<file path="config.mk">
export PLATFORM = sky130hd
export DESIGN_NAME = dma2d_chan
export DESIGN_NICKNAME = d
export VERILOG_FILES = /design/src/rtl/dma2d_pkg.sv /design/src/rtl/dma2d_datapath.sv /design/src/rtl/dma2d_ctrl.sv /design/src/rtl/dma2d_chan.sv
export SDC_FILE = /design/constraint.sdc
export NUM_CORES = 1
export LEC_CHECK = 0
export BUFFER_PORTS_ARGS = -buffer_cell sky130_fd_sc_hd__buf_2
export CORE_MARGIN = 5
export CORE_UTILIZATION = 39
export CTS_CLUSTER_SIZE = 30
export DETAILED_ROUTE_END_ITERATION = 16
export GPL_ROUTABILITY_DRIVEN = 0
export HOLD_SLACK_MARGIN = 0.02
export PLACE_DENSITY_LB_ADDON = 0.12
export SETUP_SLACK_MARGIN = 0.2
export SYNTH_ARGS = -nofsm -noshare
export SYNTH_HDL_FRONTEND = slang
export SYNTH_HIERARCHICAL = 1
export SYNTH_SLANG_ARGS = --single-unit
</file>
<file path="constraint.sdc">
create_clock -name clk -period 12.2 [get_ports clk]
set_input_delay 1.22 -clock clk [delete_from_list [all_inputs] [get_ports clk]]
set_output_delay 1.22 -clock clk [all_outputs]
set_load 0.03 [all_outputs]
</file>
<file path="src/rtl/dma2d_pkg.sv">
package dma2d_pkg;

  typedef enum logic [2:0] {
    SEL_ADDR   = 3'd0,
    SEL_LEN    = 3'd1,
    SEL_LINES  = 3'd2,
    SEL_STRIDE = 3'd3,
    SEL_CTRL   = 3'd4
  } regSel_e;

  typedef enum logic {
    ST_IDLE   = 1'b0,
    ST_ACTIVE = 1'b1
  } chanState_e;

  // Strobes from the control FSM to the address datapath.
  typedef struct packed {
    logic launch;    // load start address into current and line-start
    logic step;      // advance current address by the words just moved
    logic four;      // the move was a four-word burst
    logic nextLine;  // jump to previous line start plus stride
  } dmaStrobe_t;

  localparam int BURST_WORDS = 4;
  localparam int CTRL_BURST_BIT = 4;
  localparam int CTRL_DIR_BIT = 5;

endpackage

</file>
<file path="src/rtl/dma2d_datapath.sv">
module dma2d_datapath
  import dma2d_pkg::*;
#(
  parameter int ADDR_W = 16,
  parameter int LEN_W = 8,
  parameter int CH_BITS = 4
) (
  input  logic               clk,
  input  logic               rstN,
  input  logic               regWr,
  input  logic [2:0]         regSel,
  input  logic [ADDR_W-1:0]  regWdata,
  input  logic               busy,
  input  dmaStrobe_t         strobe,
  output logic [ADDR_W-1:0]  curAddr,
  output logic [LEN_W-1:0]   lineLen,
  output logic [LEN_W-1:0]   lineCnt,
  output logic [CH_BITS-1:0] chanId,
  output logic               burstMode,
  output logic               dirToDev
);

  logic [ADDR_W-1:0] strideReg;
  logic [ADDR_W-1:0] lineStart;
  logic [ADDR_W-1:0] nextStart;
  logic [ADDR_W-1:0] stepSize;

  assign nextStart = lineStart + strideReg;
  assign stepSize  = strobe.four ? ADDR_W'(BURST_WORDS) : ADDR_W'(1);

  // Parameter registers: writable only while idle.
  always_ff @(posedge clk) begin
    if (!rstN) begin
      lineLen   <= '0;
      lineCnt   <= '0;
      strideReg <= '0;
      chanId    <= '0;
      burstMode <= 1'b0;
      dirToDev  <= 1'b0;
    end else if (regWr && !busy) begin
      case (regSel)
        SEL_LEN:    lineLen   <= regWdata[LEN_W-1:0];
        SEL_LINES:  lineCnt   <= regWdata[LEN_W-1:0];
        SEL_STRIDE: strideReg <= regWdata;
        SEL_CTRL: begin
          chanId    <= regWdata[CH_BITS-1:0];
          burstMode <= regWdata[CTRL_BURST_BIT];
          dirToDev  <= regWdata[CTRL_DIR_BIT];
        end
        default: ;
      endcase
    end
  end

  // Running address and start of the current line.
  always_ff @(posedge clk) begin
    if (!rstN) begin
      curAddr   <= '0;
      lineStart <= '0;
    end else if (strobe.launch) begin
      curAddr   <= regWdata;
      lineStart <= regWdata;
    end else if (strobe.nextLine) begin
      curAddr   <= nextStart;
      lineStart <= nextStart;
    end else if (strobe.step) begin
      curAddr   <= curAddr + stepSize;
    end
  end

  p_cfg_frozen_r10: assert property (@(posedge clk) disable iff (!rstN)
    busy && regWr |=> $stable(lineLen) && $stable(lineCnt) && $stable(strideReg)
                      && $stable(chanId) && $stable(burstMode) && $stable(dirToDev));

  p_line_jump_r4: assert property (@(posedge clk) disable iff (!rstN)
    strobe.nextLine && !strobe.launch |=> curAddr == lineStart);

endmodule

</file>
<file path="src/rtl/dma2d_ctrl.sv">
module dma2d_ctrl
  import dma2d_pkg::*;
#(
  parameter int LEN_W = 8,
  parameter int NUM_CH = 16,
  parameter int CH_BITS = 4
) (
  input  logic               clk,
  input  logic               rstN,
  input  logic               regWr,
  input  logic [2:0]         regSel,
  input  logic               abort,
  input  logic               perReq,
  input  logic               perBurstOk,
  input  logic               memAck,
  input  logic [LEN_W-1:0]   lineLen,
  input  logic [LEN_W-1:0]   lineCnt,
  input  logic [CH_BITS-1:0] chanId,
  input  logic               burstMode,
  output logic               busy,
  output logic               memReq,
  output logic               memBurst,
  output dmaStrobe_t         strobe,
  output logic [NUM_CH-1:0]  doneVec
);

  localparam int CNT_W = LEN_W + 1;

  chanState_e state;
  logic [CNT_W-1:0] wordCnt;
  logic [LEN_W-1:0] lineIdx;
  logic [CNT_W-1:0] remaining;
  logic [CNT_W-1:0] newCnt;
  logic launch, xfer, lineEnd, lastLine, finish, burstFit;

  assign busy      = (state == ST_ACTIVE);
  assign launch    = !busy && regWr && (regSel == SEL_ADDR);
  assign xfer      = busy && memReq && memAck && !abort;
  assign remaining = {1'b0, lineLen} - wordCnt;
  assign burstFit  = burstMode && perBurstOk && (remaining >= CNT_W'(BURST_WORDS));
  assign newCnt    = wordCnt + (memBurst ? CNT_W'(BURST_WORDS) : CNT_W'(1));
  assign lineEnd   = xfer && (newCnt >= {1'b0, lineLen});
  assign lastLine  = (lineIdx == lineCnt);
  assign finish    = lineEnd && lastLine;

  always_comb begin
    strobe.launch   = launch;
    strobe.four     = memBurst;
    strobe.nextLine = lineEnd && !lastLine;
    strobe.step     = xfer && !(lineEnd && !lastLine);
  end

  always_ff @(posedge clk) begin
    if (!rstN) begin
      state    <= ST_IDLE;
      wordCnt  <= '0;
      lineIdx  <= '0;
      memReq   <= 1'b0;
      memBurst <= 1'b0;
      doneVec  <= '0;
    end else begin
      doneVec <= '0;
      case (state)
        ST_IDLE: begin
          memReq <= 1'b0;
          if (launch) begin
            state   <= ST_ACTIVE;
            wordCnt <= '0;
            lineIdx <= '0;
          end
        end
        ST_ACTIVE: begin
          if (abort) begin
            state  <= ST_IDLE;
            memReq <= 1'b0;
          end else if (xfer) begin
            memReq <= 1'b0;
            if (finish) begin
              state   <= ST_IDLE;
              doneVec <= NUM_CH'(1) << chanId;
            end else if (lineEnd) begin
              wordCnt <= '0;
              lineIdx <= lineIdx + LEN_W'(1);
            end else begin
              wordCnt <= newCnt;
            end
          end else if (!memReq && perReq) begin
            memReq   <= 1'b1;
            memBurst <= burstFit;
          end
        end
        default: state <= ST_IDLE;
      endcase
    end
  end

  p_req_hold_r8: assert property (@(posedge clk) disable iff (!rstN)
    memReq && !memAck && !abort |=> memReq && $stable(memBurst));

  p_req_cause_r8: assert property (@(posedge clk) disable iff (!rstN)
    $rose(memReq) |-> $past(perReq));

  p_burst_room_r6: assert property (@(posedge clk) disable iff (!rstN)
    memReq && memBurst |-> burstMode && (remaining >= CNT_W'(BURST_WORDS)));

  p_done_onehot_r9: assert property (@(posedge clk) disable iff (!rstN)
    $onehot0(doneVec));

  p_done_idle_r9: assert property (@(posedge clk) disable iff (!rstN)
    (|doneVec) |-> !busy);

  p_abort_idle_r11: assert property (@(posedge clk) disable iff (!rstN)
    busy && abort |=> !busy && !memReq && (doneVec == '0));

endmodule

</file>
<file path="src/rtl/dma2d_chan.sv">
module dma2d_chan
  import dma2d_pkg::*;
#(
  parameter int ADDR_W = 16,
  parameter int LEN_W = 8,
  parameter int NUM_CH = 16
) (
  input  logic              clk,
  input  logic              rstN,
  input  logic              regWr,
  input  logic [2:0]        regSel,
  input  logic [ADDR_W-1:0] regWdata,
  input  logic              abort,
  input  logic              perReq,
  input  logic              perBurstOk,
  input  logic              memAck,
  output logic              memReq,
  output logic              memWrite,
  output logic              memBurst,
  output logic [ADDR_W-1:0] memAddr,
  output logic [ADDR_W-1:0] addrNow,
  output logic              busy,
  output logic [NUM_CH-1:0] doneVec
);

  // Channel number sits below the burst bit of the control word.
  localparam int CH_BITS = (NUM_CH > 1) ? $clog2(NUM_CH) : 1;

  dmaStrobe_t strobe;
  logic [ADDR_W-1:0] curAddr;
  logic [LEN_W-1:0] lineLen, lineCnt;
  logic [CH_BITS-1:0] chanId;
  logic burstMode, dirToDev;

  dma2d_ctrl #(.LEN_W(LEN_W), .NUM_CH(NUM_CH), .CH_BITS(CH_BITS)) uCtrl (
    .clk(clk), .rstN(rstN), .regWr(regWr), .regSel(regSel), .abort(abort),
    .perReq(perReq), .perBurstOk(perBurstOk), .memAck(memAck),
    .lineLen(lineLen), .lineCnt(lineCnt), .chanId(chanId), .burstMode(burstMode),
    .busy(busy), .memReq(memReq), .memBurst(memBurst), .strobe(strobe),
    .doneVec(doneVec)
  );

  dma2d_datapath #(.ADDR_W(ADDR_W), .LEN_W(LEN_W), .CH_BITS(CH_BITS)) uPath (
    .clk(clk), .rstN(rstN), .regWr(regWr), .regSel(regSel), .regWdata(regWdata),
    .busy(busy), .strobe(strobe), .curAddr(curAddr), .lineLen(lineLen),
    .lineCnt(lineCnt), .chanId(chanId), .burstMode(burstMode), .dirToDev(dirToDev)
  );

  assign memAddr  = curAddr;
  assign addrNow  = curAddr;
  assign memWrite = !dirToDev;

  p_addr_hold_r8: assert property (@(posedge clk) disable iff (!rstN)
    memReq && !memAck && !abort |=> $stable(memAddr));

endmodule

</file>
==> results of run 1 <==
per-layer routing:
metal	vias to the layer above	part of all wire, %	global-route usage (%)
met4	0	2.4	5.99
met5	-	0	0
met1	2723	44	25.6
li1	2791	-	-
met2	186	48	32.8
met3	29	6.0	4.05
kinds of logic after synthesis:
logic type      Yosys count  share of synthesized area [%]
simple gates            269                           22.1
compound gates          193                           21.3
flops                   106                           33.5
buf+inv                  90                           6.80
fa+ha+maj                40                           8.13
xor+xnor                 29                           4.00
mux                      26                           4.12
report_power, final:
| part | internal, mW | total, mW | switching (mW) |
|---|---|---|---|
| logic | 0.0182 | 0.0542 | 0.0360 |
| clock network | 0.147 | 0.298 | 0.151 |
| registers | 0.350 | 0.355 | 0.00469 |
| total | 0.515 | 0.707 | 0.192 |
worst reg2reg max path: cells and delay by family, from the launching register on:
kind	cells	cell delay [ns]
compound gates	7	2.18
simple gates	6	1.91
fa+ha+maj	2	0.64
flops	1	0.38
stage by stage:
| step | utilization, % | hold WS (ns) | setup WS (ns) | instance area, sq um |
|---|---|---|---|---|
| 2_1_floorplan | - | 0.440 | 8.11 | 6340 |
| 3_3_place_gp | 42.3 | 0.447 | 7.21 | 6740 |
| 3_5_place_dp | 42.3 | 0.455 | 7.01 | 6740 |
| 4_1_cts | 44.2 | 0.468 | 7.01 | 7050 |
| 5_1_grt | 44.2 | 0.495 | 6.64 | 7050 |
| 6_report | 44.2 | 0.470 | 6.97 | 7050 |
registers in the layout, summed over array words and instances (netlist names):
register and count:
uCtrl/busy 1, uCtrl/doneVec 16, uCtrl/lineIdx 8, uCtrl/memBurst 1, uCtrl/memReq 1, uCtrl/wordCnt 9
uPath/burstMode 1, uPath/chanId 4, uPath/curAddr 16, uPath/dirToDev 1, uPath/lineCnt 8, uPath/lineLen 8
uPath/lineStart 16, uPath/strideReg 16
cells in the mapped netlist (all sizes together), types with 9 or more instances:
cell and n:
inv 40, nand2 78, ha 38, nor2 68, xnor2 16, o211ai 15, nor4 10, dfxtp 106
mux2i 25, nand2b 16, nor3 27, clkbuf 21, o21ai 39, and3 9, a21oi 60, a31oi 11
xor2 13, buf 29, nand3 18
worst max-delay path by stage:
| stage | slack [ns] | cells past startpoint | to | start |
|---|---|---|---|---|
| floorplan | 8.11 | 17 | uPath/curAddr[13]$_SDFFE_PN0P_ | uCtrl/memBurst$_SDFFE_PN0P_ |
| global placement | 7.21 | 15 | uPath/curAddr[13]$_SDFFE_PN0P_ | uCtrl/memBurst$_SDFFE_PN0P_ |
| detailed placement | 7.01 | 15 | uPath/curAddr[13]$_SDFFE_PN0P_ | uCtrl/memBurst$_SDFFE_PN0P_ |
| CTS | 7.01 | 15 | uPath/curAddr[13]$_SDFFE_PN0P_ | uCtrl/memBurst$_SDFFE_PN0P_ |
| global route | 6.64 | 15 | uPath/curAddr[13]$_SDFFE_PN0P_ | uCtrl/memBurst$_SDFFE_PN0P_ |
| finish | 6.97 | 15 | uPath/curAddr[13]$_SDFFE_PN0P_ | uCtrl/memBurst$_SDFFE_PN0P_ |
area by class of cell:
type / count / area, sq um
fillers: 1643 / 8900
multi-input cells: 557 / 3790
inverters: 40 / 150
clock buffers: 9 / 225
clock inverters: 7 / 81.3
repair buffers: 80 / 408
well taps: 216 / 270
flip-flops and latches: 106 / 2120
==> out/metrics.yaml, run 1 <==
status:
  status: "complete, no violations"
power:
  ir_drop_mv: 0.0740
  p_per_area_nw_per_um2: 100
  power.total_uw: 707
  leakagePower_nw: 3.01
synthesis:
  ys.flop_type: "dfxtp_1"
  syn-num-nets: 819
  synth_edf_count: 0
  synth_cell_type_count: 81
  synthTopCellsByArea: "dfxtp_1, ha_1, nand2_1, a21oi_1, nor2_1"
  synth_warnings: 6
  syn_avg_cell_area_sq_um: 8.42
  yosysTopAreaCell: "dfxtp_1"
  netlist.area_leader.share_pct: 33.5
  synth_area_sq_um: 6340
  async_reset_ff_share_pct: 0
  yosys_register_bits: 106
  yosysSeqAreaShare_pct: 33.5
  synthCells: 753
die:
  die_area_sq_um: 18900
  core_sq_um: 15900
  start_util_pct: 39.8
  fp-row-count: 46
  die_x_um: 138
  die_h_um: 138
  ios: 78
layout:
  finalNetCount: 860
  drive_gt1_share_pct: 17.1
  final_cells: 1015
  area_growth_pct: 11.1
  layout_commonest_cell: "dfxtp_1"
  n_antenna_cell: 0
  mostFrequentLayoutCells: "dfxtp_1, buf_2, nand2_1"
clock_network:
  cts-root-buf: "clkbuf_16"
  htree_levels: 3
  numCtsBuffers: 9
  clk_path_buf_depth: 2
  clk_pin_slew_worst_paths_ns: 0.08
  cts_resized: 0
  cts_tree: "yes"
  postCtsSetupBuffers: 0
  clock_sinks: 106
  clk_latency_ns: 0.36
  postCtsHoldBufs: 0
sta:
  fin_skew_ns: 0.0110
  fin_crit_ns: 5.23
  worst_pin_slew_ns: 0.980
  rsz0062_at_grt: "false"
  slew_headroom_pct: 34.5
  fmax_mhz: 191
  hold_viol_final: 0
  slew_viol_final: 0
  fin_crit_sh_pct: 42.9
  finalSetupViolCount: 0
  fin_tns_setup_ns: 0
grt:
  grt_pass1_vias: 5506
  antenna_found_initial: 0
  grt_usage_pct: 19.7
  grt.overflow.total: 0
  grt_pass1_wl_um: 29400
  grt_max_degree: 42
setup_path:
  cpMaxStageDelayCell: "o211a_1"
  path_cells: "ha_1, a31oi_1, or2_2, and2_1, or2_2, ha_1, a41oi_1, o31ai_1, o211a_1, nor2_1, or3_1, o21ai_0, nor3_1, a2bb2oi_1, o31ai_1"
  cp_max_fo: 20
  start_kind: "register"
  crit_path_end_kind: "register"
  worstPathRequired_ns: 12.44
  path_delay_family: "compound AO/OA/AOI/OAI gates"
  cp_num_buf_inv: 0
  reg2reg_to: "uPath/curAddr[13]$_SDFFE_PN0P_"
  max_stage_delay_ns: 0.74
  rrSetupSlack_ns: 6.97
  cp.arrival_ns: 5.47
  r2r_cells: 15
  reg2reg_from: "uCtrl/memBurst$_SDFFE_PN0P_"
  path_class: "reg2reg"
min_path:
  hold_class: "reg2reg"
  hold_path_depth: 2
  worstHoldEndpoint: "uPath/strideReg[5]$_SDFFE_PN0P_"
  min_from: "uPath/strideReg[5]$_SDFFE_PN0P_"
route:
  viasPerCell: 5.64
  dr.pass1.iters: 5
  drc: 0
  routedWlPerCell_um: 18.1
  drt_wl_total_um: 18400
  vias: 5729
  drt_first_iter_violations: 427
  ant_nets: 0
place:
  dp.cells: 999
  portBuffers: 77
  dp.final_hpwl_um: 13600
job:
  maxCapViolations: 0
Power figures use the tool's default switching activity.
==> run 2: changes to the inputs <==
Clock period 12.2 ns to 4.6 ns, I/O delays scaled along.
==> out/metrics.yaml, run 2 (synthesis gave the netlist of run 1 again) <==
power:
  leakagePower_nw: 3.06  # was 3.01 nW
  power.total_mw: 1.92  # was 707 uW
  swShare_pct: 26.2  # was 27.1%
  switching_power_uw: 501  # was 192 uW
  p_seq_share_pct: 49.2  # was 50.2%
  power.internal_mw: 1.41  # was 515 uW
  ir_drop_mv: 0.240  # was 0.0740 mV
  power_frac_clock_pct: 43.2  # was 42.1%
  p_comb_share_pct: 7.7  # about the same
  p_per_area_nw_per_um2: 268  # was 100 nW/um^2
sta:
  fin_crit_ns: 4.08  # was 5.23 ns
  fmax_mhz: 245  # was 191 MHz
  fin_crit_sh_pct: 88.8  # was 42.9%
  slew_headroom_pct: 50.4  # was 34.5%
  rsz0062_at_grt: "false"  # unchanged
  fin_tns_setup_ns: 0  # unchanged
  worst_pin_slew_ns: 0.744  # was 0.980 ns
  hold_viol_final: 0  # unchanged
  finalSetupViolCount: 0  # unchanged
  hold_slack_ns: 0.302  # was 0.470 ns
  layout_setup_ws_ns: 0.517  # was 6.97 ns
  slew_viol_final: 0  # unchanged
  fin_skew_ns: 0.00635  # was 0.0110 ns
route:
  vias: 5609  # was 5729
  ant_nets: 0  # unchanged
  drc: 0  # unchanged
  drt_wl_total_um: 18300  # was 18400 um
  drt_first_iter_violations: 382  # was 427
  dr.pass1.iters: 6  # was 5
  routedWlPerCell_um: 17.9  # was 18.1 um
  viasPerCell: 5.48  # was 5.64
place:
  dp.cells: 1007  # was 999
  dp.final_hpwl_um: 13900  # was 13600 um
  place_ws_ns: 0.291  # was 7.01 ns
  place_area_sq_um: 6800  # was 6740 sq um
  portBuffers: 77  # unchanged
setup_path:
  worstPathRequired_ns: 4.85  # was 12.44 ns
  cpMaxStageDelayCell: "or4_4"  # was o211a_1
  cpMostUsedCell: "ha_1"
  start_kind: "register"  # unchanged
  path_class: "reg2reg"  # unchanged
  max_stage_delay_ns: 0.52  # was 0.74 ns
  cp_max_fo: 6  # was 20
  cp.arrival_ns: 4.33  # was 5.47 ns
  crit_path_end_kind: "register"  # unchanged
  cp_num_buf_inv: 0  # unchanged
  path_delay_family: "simple AND/OR/NAND/NOR gates"  # was compound AO/OA/AOI/OAI gates
  path_cells: "ha_1, a31oi_1, or2_2, nor3_1, xnor2_1, ha_1, or4_4, a21oi_2, o31ai_2, o211a_1, nor2_2, and2_2, nand3_1, o32ai_2, nor3b_1, o221a_1"  # was ha_1, a31oi_1, or2_2, and2_1, or2_2, ha_1, a41oi_1, o31ai_1, o211a_1, nor2_1, or3_1, o21ai_0, nor3_1, a2bb2oi_1, o31ai_1
clock_network:
  cts_tree: "yes"  # unchanged
  htree_levels: 3  # unchanged
  clk_pin_slew_worst_paths_ns: 0.08  # about the same
  clock_sinks: 106  # unchanged
  clk_path_buf_depth: 2  # unchanged
  cts-root-buf: "clkbuf_16"  # unchanged
  clk_latency_ns: 0.36  # about the same
  numCtsBuffers: 9  # unchanged
layout:
  n_antenna_cell: 0  # unchanged
  finalNetCount: 869  # was 860
  final_cells: 1024  # was 1015
  mostFrequentLayoutCells: "dfxtp_1, buf_2, nand2_1"  # unchanged
  fin_util_pct: 44.8  # was 44.2%
  drive_gt1_share_pct: 18.9  # was 17.1%
  area_growth_pct: 12.7  # was 11.1%
  n_fill_cell: 1646  # was 1643
  fin_area_sq_um: 7150  # was 7050 sq um
  layout_commonest_cell: "dfxtp_1"  # unchanged
die:
  die_x_um: 138  # unchanged
  ios: 78  # unchanged
  start_util_pct: 39.8  # unchanged
  die_h_um: 138  # unchanged
  core_sq_um: 15900  # unchanged
  die_area_sq_um: 18900  # unchanged
  fp-row-count: 46  # unchanged
grt:
  antenna_found_initial: 0  # unchanged
  grt_pass1_wl_um: 29100  # was 29400 um
  grt_max_degree: 42  # unchanged
  grt_usage_pct: 19.7  # about the same
  grt_pass1_vias: 5516  # was 5506
  grt.overflow.total: 0  # unchanged
min_path:
  hold_class: "in2reg"  # was reg2reg
status:
  status: "complete, no violations"  # unchanged
job:
  maxCapViolations: 0  # unchanged
run 2: power groups by stage:
| stage | Sequential, mW | Clock, mW | Combinational (mW) |
|---|---|---|---|
| 6_report | 0.941 | 0.827 | 0.147 |
| 5_1_grt | 0.944 | 0.879 | 0.162 |
| 4_1_cts | 0.942 | 0.847 | 0.145 |
| 3_5_place_dp | 0.963 | 0 | 0.144 |
| 3_3_place_gp | 0.963 | 0 | 0.143 |
| 2_1_floorplan | 0.961 | 0 | 0.0931 |
run 2: worst paths after layout:
check / endpoint / start / slack (ns) / depth (start not counted)
min: uCtrl/memReq$_SDFFE_PN0P_ / abort / 0.30 / 2
min reg2reg: uPath/strideReg[6]$_SDFFE_PN0P_ / uPath/strideReg[6]$_SDFFE_PN0P_ / 0.47 / 2
max reg2reg: uPath/curAddr[15]$_SDFFE_PN0P_ / uCtrl/memBurst$_SDFFE_PN0P_ / 0.52 / 16
max: uPath/curAddr[15]$_SDFFE_PN0P_ / uCtrl/memBurst$_SDFFE_PN0P_ / 0.52 / 16
run 2: metal layers:
| metal | vias to the layer above | GRT usage [%] | wire, um |
|---|---|---|---|
| li1 | 2803 | - | - |
| met1 | 2638 | 25.5 | 8370 |
| met2 | 130 | 33.1 | 8740 |
| met3 | 38 | 3.73 | 737 |
| met4 | 0 | 6.15 | 463 |
| met5 | - | 0 | 0 |
run 2: layout make-up:
class / count / area, sq um / share of cell area [%]
timing repair buffer: 89 / 475 / 6.65
clock buffer: 9 / 225 / 3.15
tap: 216 / 270 / 3.78
multi-input combinational: 557 / 3810 / 53.4
sequential: 106 / 2120 / 29.7
clock inverter: 7 / 86.3 / 1.21
inverter: 40 / 154 / 2.15
run 2: worst reg2reg max path, cell delays in order, from the launching register on:
cell and delay [ns]:
dfxtp_1 0.38, ha_1 0.36, a31oi_1 0.17, or2_2 0.35, nor3_1 0.18, xnor2_1 0.12, ha_1 0.22, or4_4 0.52
a21oi_2 0.15, o31ai_2 0.10, o211a_1 0.30, nor2_2 0.22, and2_2 0.26, nand3_1 0.12, o32ai_2 0.22, nor3b_1 0.08
o221a_1 0.23
run 2: timing repair:
item / 4_1_cts / 5_1_grt
endpoints found under the setup margin: 0 / 21
resized for setup: 0 / 9
buffers inserted: 0 / 1
hold buffers: 0 / 0
==> run 3: changes to the inputs <==
Settings changed: PLACE_DENSITY_LB_ADDON 0.12 to 0.15.
==> out/metrics.yaml, run 3 (synthesis gave the netlist of run 1 again) <==
setup_path:
  cpMaxStageDelayCell: "or4_4"  # unchanged
  max_stage_delay_ns: 0.52  # about the same
  crit_path_end_kind: "register"  # unchanged
  path_cells: "ha_1, a31oi_1, or2_2, nor3_1, xnor2_1, ha_1, or4_4, a21oi_2, o31ai_4, o211a_4, or3_1, o21ai_0, nor3_1, a2bb2oi_1, o31ai_1"  # was ha_1, a31oi_1, or2_2, nor3_1, xnor2_1, ha_1, or4_4, a21oi_2, o31ai_2, o211a_1, nor2_2, and2_2, nand3_1, o32ai_2, nor3b_1, o221a_1
  start_kind: "register"  # unchanged
  cp.arrival_ns: 4.36  # was 4.33 ns
  path_class: "reg2reg"  # unchanged
  worstPathRequired_ns: 4.83  # was 4.85 ns
  cp_max_fo: 12  # was 6
  path_delay_family: "simple AND/OR/NAND/NOR gates"  # unchanged
  cp_num_buf_inv: 0  # unchanged
die:
  fp-row-count: 46  # unchanged
  die_x_um: 138  # unchanged
  ios: 78  # unchanged
  core_sq_um: 15900  # unchanged
  die_area_sq_um: 18900  # unchanged
  start_util_pct: 39.8  # unchanged
  die_h_um: 138  # unchanged
power:
  p_seq_share_pct: 51.2  # was 49.2%
  ir_drop_mv: 0.179  # was 0.240 mV
  leakagePower_nw: 3.03  # was 3.06 nW
  switching_power_uw: 472  # was 501 uW
  power_frac_clock_pct: 40.8  # was 43.2%
  power.internal_mw: 1.36  # was 1.41 mW
  power.total_mw: 1.84  # was 1.92 mW
  p_per_area_nw_per_um2: 258  # was 268 nW/um^2
  p_comb_share_pct: 7.9  # was 7.7%
  swShare_pct: 25.7  # was 26.2%
grt:
  grt_pass1_vias: 5615  # was 5516
  grt_pass1_wl_um: 29100  # about the same
  grt_usage_pct: 19.5  # was 19.7%
  antenna_found_initial: 0  # unchanged
  grt.overflow.total: 0  # unchanged
  grt_max_degree: 42  # unchanged
layout:
  mostFrequentLayoutCells: "dfxtp_1, buf_2, nand2_1"  # unchanged
  drive_gt1_share_pct: 18.5  # was 18.9%
  multi_input_area_sq_um: 3830  # was 3810 sq um
  finalNetCount: 867  # was 869
  n_antenna_cell: 0  # unchanged
  layout_commonest_cell: "dfxtp_1"  # unchanged
  ff_latch_area_sq_um: 2120  # unchanged
  n_fill_cell: 1633  # was 1646
  area_growth_pct: 12.1  # was 12.7%
clock_network:
  clk_path_buf_depth: 2  # unchanged
  postCtsSetupBuffers: 0  # unchanged
  numCtsBuffers: 9  # unchanged
  htree_levels: 3  # unchanged
  cts-root-buf: "clkbuf_16"  # unchanged
  clk_pin_slew_worst_paths_ns: 0.07  # was 0.08 ns
  clock_sinks: 106  # unchanged
  clk_latency_ns: 0.35  # was 0.36 ns
  cts_tree: "yes"  # unchanged
place:
  portBuffers: 77  # unchanged
  dp.final_hpwl_um: 13700  # was 13900 um
sta:
  finalSetupViolCount: 0  # unchanged
  hold_viol_final: 0  # unchanged
  fmax_mhz: 242  # was 245 MHz
  fin_crit_ns: 4.13  # was 4.08 ns
  slew_headroom_pct: 51.0  # was 50.4%
  fin_crit_sh_pct: 89.7  # was 88.8%
  rsz0062_at_grt: "false"  # unchanged
  worst_pin_slew_ns: 0.735  # was 0.744 ns
  hold_slack_ns: 0.303  # was 0.302 ns
  fin_tns_setup_ns: 0  # unchanged
  fin_skew_ns: 0.00619  # was 0.00635 ns
  slew_viol_final: 0  # unchanged
status:
  status: "complete, no violations"  # unchanged
route:
  vias: 5726  # was 5609
  ant_nets: 0  # unchanged
  routedWlPerCell_um: 17.8  # was 17.9 um
  viasPerCell: 5.60  # was 5.48
  drc: 0  # unchanged
  dr.pass1.iters: 5  # was 6
  drt_first_iter_violations: 381  # was 382
  drt_wl_total_um: 18200  # was 18300 um
job:
  maxCapViolations: 0  # unchanged
min_path:
  hold_class: "in2reg"  # unchanged
## run 3: layout make-up
type	instances	share of cell area, %
Inverter	40	2.11
Sequential cell	106	29.8
Multi-Input combinational cell	557	53.8
Timing Repair Buffer	87	6.47
Clock inverter	5	0.545
Tap cell	216	3.80
Clock buffer	11	3.41
## run 3: what timing repair did
item	4_1_cts	5_1_grt
hold buffers	0	0
endpoints found under the setup margin	8	22
gates resized for setup	2	7
## run 3: worst paths after layout
path                                      to  slack (ns)                             from  cells after the start
max reg2reg   uPath/curAddr[13]$_SDFFE_PN0P_        0.47      uCtrl/memBurst$_SDFFE_PN0P_                     15
max           uPath/curAddr[13]$_SDFFE_PN0P_        0.47      uCtrl/memBurst$_SDFFE_PN0P_                     15
min                uCtrl/memReq$_SDFFE_PN0P_        0.30                            abort                      2
min reg2reg  uPath/strideReg[9]$_SDFFE_PN0P_        0.46  uPath/strideReg[9]$_SDFFE_PN0P_                      2
## run 3: power by group through the flow
| stage | logic (mW) | clock network, mW | registers, mW |
|---|---|---|---|
| after floorplan | 0.0931 | 0 | 0.961 |
| after global placement | 0.142 | 0 | 0.963 |
| after detailed placement | 0.143 | 0 | 0.963 |
| after CTS | 0.144 | 0.769 | 0.942 |
| after global routing | 0.161 | 0.806 | 0.943 |
| final | 0.145 | 0.750 | 0.942 |
## run 3: layer usage
layer	wire [um]	global-route usage, %	vias to the layer above
met3	940	3.87	36
met5	0	0	-
met4	523	6.76	0
li1	-	-	2796
met2	8470	31.2	170
met1	8280	26.2	2724
## run 3: stage by stage
stage	setup slack [ns]	std cells	util (%)	area (sq um)
CTS	0.214	1022	44.4	7080
floorplan	0.508	753	-	6340
global route	0.209	1022	44.6	7110
detailed placement	0.0415	1006	42.6	6790
finish	0.472	1022	44.6	7110
global placement	0.286	1006	42.6	6790
## run 3: worst register-to-register path, delay by kind of cell (launching register included)
family | cells | cell delay, ns
flops | 1 | 0.38
simple gates | 5 | 1.56
compound gates | 7 | 1.38
fa+ha+maj | 2 | 0.58
xor+xnor | 1 | 0.12
